### src/rtl/s2p_wrctl_pkg.sv
package s2p_wrctl_pkg;

    localparam int DEF_LANES  = 8;
    localparam int DEF_SLICES = 32;
    localparam int DEF_HALF_W = 4;

    // Start offset of a lane: lane 0 at zero, each further lane one step behind.
    function automatic int lane_start(input int lane, input int lanes);
        return (lanes - lane) % lanes;
    endfunction

endpackage

### src/rtl/wrctl_lane_ctr.sv
module wrctl_lane_ctr #(
    parameter int ADDR_W = 3,
    parameter int START  = 0
) (
    input  logic              clk,
    input  logic              rst,
    input  logic              adv,
    output logic [ADDR_W-1:0] addr
);

    localparam logic [ADDR_W-1:0] START_V = ADDR_W'(START);

    typedef struct packed {
        logic [ADDR_W-1:0] cnt;
    } ctr_t;

    ctr_t ctr_d, ctr_q;

    always_comb begin
        ctr_d = ctr_q;
        if (rst) begin
            ctr_d.cnt = START_V;
        end else if (adv) begin
            ctr_d.cnt = ctr_q.cnt + ADDR_W'(1);
        end
    end

    always_ff @(posedge clk) begin
        ctr_q <= ctr_d;
    end

    assign addr = ctr_q.cnt;

    assert_lane_hold_R6: assert property (@(posedge clk) disable iff (rst)
        !adv |=> $stable(addr));

endmodule

### src/rtl/wrctl_rotor.sv
module wrctl_rotor #(
    parameter int SLICES = 32,
    parameter int LANES  = 8
) (
    input  logic              clk,
    input  logic              rst,
    input  logic              adv,
    output logic [SLICES-1:0] pattern
);

    function automatic logic [SLICES-1:0] window_init();
        logic [SLICES-1:0] v;
        v = '0;
        for (int i = 0; i < LANES; i++) begin
            v[(SLICES - LANES + 1 + i) % SLICES] = 1'b1;
        end
        return v;
    endfunction

    localparam logic [SLICES-1:0] INIT = window_init();

    typedef struct packed {
        logic [SLICES-1:0] pat;
    } rot_t;

    rot_t rot_d, rot_q;

    always_comb begin
        rot_d = rot_q;
        if (rst) begin
            rot_d.pat = INIT;
        end else if (adv) begin
            rot_d.pat = {rot_q.pat[SLICES-2:0], rot_q.pat[SLICES-1]};
        end
    end

    always_ff @(posedge clk) begin
        rot_q <= rot_d;
    end

    assign pattern = rot_q.pat;

    assert_window_size_R5: assert property (@(posedge clk) disable iff (rst)
        $countones(pattern) == LANES);

    assert_window_contig_R5: assert property (@(posedge clk) disable iff (rst)
        $countones(pattern & {pattern[SLICES-2:0], pattern[SLICES-1]}) == LANES - 1);

    assert_pattern_hold_R6: assert property (@(posedge clk) disable iff (rst)
        !adv |=> $stable(pattern));

endmodule

### src/rtl/wrctl_buf_track.sv
module wrctl_buf_track #(
    parameter int SLICES = 32,
    parameter int HALF_W = 4
) (
    input  logic              clk,
    input  logic              rst,
    input  logic              adv,
    output logic [HALF_W-1:0] half_sel,
    output logic              done
);

    localparam int                BEAT_W = $clog2(SLICES);
    localparam logic [BEAT_W-1:0] LAST   = BEAT_W'(SLICES - 1);

    typedef struct packed {
        logic [BEAT_W-1:0] beat;
        logic [HALF_W-1:0] half;
        logic              done;
    } trk_t;

    trk_t trk_d, trk_q;

    always_comb begin
        trk_d      = trk_q;
        trk_d.done = 1'b0;
        if (rst) begin
            trk_d.beat = '0;
            trk_d.half = '0;
        end else if (adv) begin
            if (trk_q.beat == LAST) begin
                trk_d.beat = '0;
                trk_d.half = ~trk_q.half;
                trk_d.done = 1'b1;
            end else begin
                trk_d.beat = trk_q.beat + BEAT_W'(1);
            end
        end
    end

    always_ff @(posedge clk) begin
        trk_q <= trk_d;
    end

    assign half_sel = trk_q.half;
    assign done     = trk_q.done;

    assert_done_single_R8: assert property (@(posedge clk) disable iff (rst)
        done |=> !done);

    assert_half_moves_on_done_R7: assert property (@(posedge clk) disable iff (rst)
        !$stable(half_sel) |-> done);

    assert_half_uniform_R7: assert property (@(posedge clk) disable iff (rst)
        (half_sel == '0) || (half_sel == '1));

endmodule

### src/rtl/bitslice_wr_ctrl.sv
module bitslice_wr_ctrl #(
    parameter int LANES  = s2p_wrctl_pkg::DEF_LANES,
    parameter int SLICES = s2p_wrctl_pkg::DEF_SLICES,
    parameter int HALF_W = s2p_wrctl_pkg::DEF_HALF_W
) (
    input  logic                      clk,
    input  logic                      rst,
    input  logic                      wr_en,
    output logic [SLICES-1:0]         mem_we,
    output logic [HALF_W-1:0]         half_sel,
    output logic [LANES*$clog2(LANES)-1:0] lane_addr,
    output logic                      buf_done
);

    localparam int ADDR_W = $clog2(LANES);

    for (genvar k = 0; k < LANES; k++) begin : g_lane
        wrctl_lane_ctr #(
            .ADDR_W (ADDR_W),
            .START  (s2p_wrctl_pkg::lane_start(k, LANES))
        ) u_ctr (
            .clk  (clk),
            .rst  (rst),
            .adv  (wr_en),
            .addr (lane_addr[k*ADDR_W +: ADDR_W])
        );
    end

    wrctl_rotor #(
        .SLICES (SLICES),
        .LANES  (LANES)
    ) u_rotor (
        .clk     (clk),
        .rst     (rst),
        .adv     (wr_en),
        .pattern (mem_we)
    );

    wrctl_buf_track #(
        .SLICES (SLICES),
        .HALF_W (HALF_W)
    ) u_track (
        .clk      (clk),
        .rst      (rst),
        .adv      (wr_en),
        .half_sel (half_sel),
        .done     (buf_done)
    );

    // Lanes driven by separate counters must keep their fixed skew.
    for (genvar k = 1; k < LANES; k++) begin : g_skew_chk
        assert_lane_skew_R3: assert property (@(posedge clk) disable iff (rst)
            lane_addr[k*ADDR_W +: ADDR_W] ==
            ADDR_W'(lane_addr[0 +: ADDR_W] - ADDR_W'(k)));
    end

    // At a buffer boundary the pattern window must sit back at its start place.
    assert_boundary_pattern_R9: assert property (@(posedge clk) disable iff (rst)
        buf_done |-> (mem_we[0] && mem_we[SLICES-1] && !mem_we[1]));

    assert_boundary_lane_R9: assert property (@(posedge clk) disable iff (rst)
        buf_done |-> (lane_addr[0 +: ADDR_W] == '0));

endmodule

### config.mk
export PLATFORM = sky130hd
export DESIGN_NAME = bitslice_wr_ctrl
export DESIGN_NICKNAME = d
export VERILOG_FILES = /design/src/rtl/s2p_wrctl_pkg.sv /design/src/rtl/wrctl_lane_ctr.sv /design/src/rtl/wrctl_rotor.sv /design/src/rtl/wrctl_buf_track.sv /design/src/rtl/bitslice_wr_ctrl.sv
export SDC_FILE = /design/constraint.sdc
export NUM_CORES = 1
export LEC_CHECK = 0
export BUFFER_PORTS_ARGS = -buffer_cell sky130_fd_sc_hd__buf_2
export CORE_AREA = 4 4 83 92
export DETAILED_ROUTE_END_ITERATION = 6
export DIE_AREA = 0 0 87 96
export GPL_TIMING_DRIVEN = 0
export SLEW_MARGIN = 10
export SYNTH_ARGS = -nofsm -noshare
export SYNTH_HDL_FRONTEND = slang
export SYNTH_SLANG_ARGS = --single-unit
### constraint.sdc
create_clock -name clk -period 2.1 [get_ports clk]
set_clock_uncertainty 0.05 [all_clocks]
set_input_delay 0.105 -clock clk [delete_from_list [all_inputs] [get_ports clk]]
set_output_delay 0.105 -clock clk [all_outputs]
set_load 0.02 [all_outputs]
==> reports/results.tsv <==
metric	value	unit
final-hold-violation-count	0	
run_status	finished, final reports clean	
synth.ff_latch_count	66	
area_delta_synth_final	22.62	%
grt_setup_unrepaired	no	
seqCellArea	0.001321	sq mm
share_of_the_clock_period_used_by_the_worst_path	82.12	%
netlist_instances	246	
largest_vdd_supply_drop	0.4444	mV
min-delay-path-class	in -> reg	
grt_pass1_wl	9114	um
max-slew-margin-rel	61.11	%
dr.pass1.iters	4	
pin_count	64	
synth_ff_type	sky130_fd_sc_hd__dfxtp_1	
min_path_cells	3	
first_global_vias	1815	
number_of_antenna_cells_inserted	0	
cts_tree	yes	
r2r_slack	0.38	ns
cts_inserted_buffers	9	
clock_insertion_delay_worst_skew	0.33	ns
synth-warning-count	0	
fp-row-count	31	
power_density	839.5	mW/mm^2
setup.worst_path.start_class	flip-flop	
cts_repair_resize_count	0	
cts.reportedPaths.clkPinSlew	0.07	ns
critical-path-top-delay-family	simple AND/OR/NAND/NOR gates	
postSynth.asyncResetShare	0	%
n_fill_cell	656	
drt_wl_total	5566	um
worst_r2r_startpoint	u_track.trk_q[5]$_SDFFE_PP0P_	
final_critical_path_setup_slack	0.3755	ns
power.share.switching	26.68	%
timing.reg2reg.worst_path_depth	5	
critical-path-top-cell-by-count	sky130_fd_sc_hd__ha_1	
fin_crit	1.725	ns
track_usage	14.44	%
worst-path-max-fanout	5	
fraction_of_layout_instances_using_a_drive_strength_above_1	27.33	%
synth_top_cells_by_area	sky130_fd_sc_hd__dfxtp_1 (52%), sky130_fd_sc_hd__mux2i_1 (12%), sky130_fd_sc_hd__nor2_1 (6.6%)	
endpoint_kind	flip-flop	
worst_path_arrival_time	1.94	ns
drc_violation_count_after_routing	0	
critical-path-slowest-cell	sky130_fd_sc_hd__or4_1	
reg2reg_to	u_track.trk_q[8]$_SDFFE_PP0P_	
nets	332	
finish.cell_count_without_fillers	404	
timing.max_cap.violations	0	
post_cts.repair.setup_buffers	0	
mean_cell_area_of_the_mapped_netlist	10.39	sq um
synth_fp_nets	260	
start_util	38.52	%
grt_antenna_before_repair	0	
dpl.hpwl	3917	um
grt_max_degree	11	
ys_seq_area_share	51.71	%
cell_taking_the_most_area_after_synthesis	sky130_fd_sc_hd__dfxtp_1	
worstMarginPinSlew	0.5834	ns
report.final.setup_viol	0	
dpl_worst_slack	0.4098	ns
cts_root_buffer	sky130_fd_sc_hd__clkbuf_8	
numPortBuffers	61	
gp_congestion	0.7552	
holdCritStartpoint	wr_en	
floorplan.die_area	0.008352	sq mm
leakage	0.001526	uW
drt_first_iter_violations	48	
cp_cell_sequence	ha_1 -> and3_1 -> ha_1 -> or4_1 -> a21oi_1	
numClockSinks	66	
timing.critical_path.buf_inv	0	
die_width	87	um
wl_per_cell	13.78	um
synthDominantCellAreaShare	51.71	%
p_seq_share	51.7	%
timing.setup.tns	0	ns
p_total	2630	uW
vias	1887	
drt-vias-per-instance	4.671	
pwr-share-comb	12.6	%
power.switching	701.8	uW
mappedNetlistArea	0.002555	sq mm
total_number_of_h_tree_levels	3	
core_area	0.006633	sq mm
placed_cell_count	389	
timing.critical_path.required	2.32	ns
holdBufCountCts	0	
clock_tree.buffer_depth	2	
crit_path_max_cell_delay	0.47	ns
overflow	0	
synth_enable_flop_cells	0	
crit_type	reg -> reg	
clock_power_share	35.6	%
die-height	96	um
worstHoldEndpoint	u_rotor.pattern[30]$_SDFFE_PP1P_	
cellInternalPower	1928	uW
timing_max_transition_violations_final	0	
max_freq	579.9	MHz
drtAntennaViolNets	0	
multi_input_comb_area	0.001117	sq mm
number_of_different_library_cells_in_the_post_synthesis_netlist	25	
power by group through the flow:
stage,Clock [uW],Sequential [uW],Combinational (uW)
floorplan,0,1450,168
global placement,0,1390,331
detailed placement,0,1390,338
CTS,968,1360,339
global route,1030,1370,372
finish,938,1360,332
state kept, by name, indices dropped and copies added (netlist names):
| signal | flops |
|---|---|
| g_lane.u_ctr.addr | 24 |
| u_rotor.pattern | 32 |
| u_track.done | 1 |
| u_track.half_sel | 4 |
| u_track.trk_q | 5 |
logic make-up after synthesis:
kind of cell / share of synthesized area, %
buffers and inverters: 4.554
AOI/OAI and AO/OA: 7.297
xor gates and xnor gates: 5.485
muxes: 11.75
DFF: 51.71
and+or+nand+nor: 13.81
adders and majority gates: 5.387
metrics by stage:
step | utilization, % | instance area [sq um] | hold WS [ns]
after global placement | 44.67 | 2963 | 0.4295
final | 47.24 | 3133 | 0.09715
after detailed placement | 44.67 | 2963 | 0.4340
after CTS | 47.24 | 3133 | 0.07602
after floorplan | - | 2555 | 0.3496
after global routing | 47.24 | 3133 | 0.1192
area by class of cell:
| cell class | count | share of cell area, % |
|---|---|---|
| repair buffers | 61 | 9.744 |
| multi-input cells | 159 | 35.66 |
| well taps | 82 | 3.275 |
| flip-flops and latches | 66 | 42.17 |
| plain buffers | 20 | 3.594 |
| inverters | 1 | 0.1198 |
| clock buffers | 12 | 4.952 |
| clock inverters | 3 | 0.4792 |
how the worst max path moves through the flow:
stage / startpoint / to / slack, ns / cells after the start
global route: u_track.trk_q[5]$_SDFFE_PP0P_ / u_track.trk_q[8]$_SDFFE_PP0P_ / 0.25 / 5
detailed placement: u_track.trk_q[5]$_SDFFE_PP0P_ / u_track.trk_q[8]$_SDFFE_PP0P_ / 0.41 / 5
floorplan: u_track.trk_q[5]$_SDFFE_PP0P_ / u_track.trk_q[8]$_SDFFE_PP0P_ / 0.51 / 5
finish: u_track.trk_q[5]$_SDFFE_PP0P_ / u_track.trk_q[8]$_SDFFE_PP0P_ / 0.38 / 5
global placement: u_track.trk_q[5]$_SDFFE_PP0P_ / u_track.trk_q[8]$_SDFFE_PP0P_ / 0.43 / 5
CTS: u_track.trk_q[5]$_SDFFE_PP0P_ / u_track.trk_q[8]$_SDFFE_PP0P_ / 0.38 / 5
cell usage after synthesis (2+ instances only):
cell type and instances:
sky130_fd_sc_hd__nand2_1 6, sky130_fd_sc_hd__and2_1 3, sky130_fd_sc_hd__and3_1 5, sky130_fd_sc_hd__buf_4 9, sky130_fd_sc_hd__a21oi_1 7, sky130_fd_sc_hd__nor2b_1 9, sky130_fd_sc_hd__ha_1 11, sky130_fd_sc_hd__dfxtp_1 66
sky130_fd_sc_hd__buf_2 3, sky130_fd_sc_hd__o21bai_1 4, sky130_fd_sc_hd__xnor2_1 8, sky130_fd_sc_hd__clkbuf_1 7, sky130_fd_sc_hd__a211o_1 12, sky130_fd_sc_hd__o21ai_0 2, sky130_fd_sc_hd__nor2_1 45, sky130_fd_sc_hd__nand2b_1 4
sky130_fd_sc_hd__mux2i_1 30, sky130_fd_sc_hd__xor2_1 8
per-layer routing:
metal | vias to the layer above | GRT usage (%) | share of wire, %
met5 | - | 0 | 0
met4 | 0 | 8.571 | 2.5
met3 | 11 | 4.024 | 6.0
met2 | 47 | 21.46 | 45
met1 | 868 | 18.57 | 47
li1 | 961 | - | -
layout by cell type (no fill, tap or decap), types with 4 or more instances in the layout:
cell type                   n
sky130_fd_sc_hd__a211o_1   12
sky130_fd_sc_hd__ha_1      11
sky130_fd_sc_hd__dfxtp_1   66
sky130_fd_sc_hd__nand2b_1   4
sky130_fd_sc_hd__o21bai_1   4
sky130_fd_sc_hd__clkbuf_1   8
sky130_fd_sc_hd__clkbuf_8  11
sky130_fd_sc_hd__nand2_1    6
sky130_fd_sc_hd__buf_2     64
sky130_fd_sc_hd__nor2b_1    9
sky130_fd_sc_hd__a21oi_1    7
sky130_fd_sc_hd__xor2_1     8
sky130_fd_sc_hd__and3_1     5
sky130_fd_sc_hd__buf_4      9
sky130_fd_sc_hd__mux2i_1   30
sky130_fd_sc_hd__xnor2_1    8
sky130_fd_sc_hd__nor2_1    45
tightest hold or removal path, cell delays in order:
cell	delay, ns
sky130_fd_sc_hd__buf_4	0.13
sky130_fd_sc_hd__inv_2	0.10
sky130_fd_sc_hd__a211o_1	0.12
(Power assumes the default switching activity.)
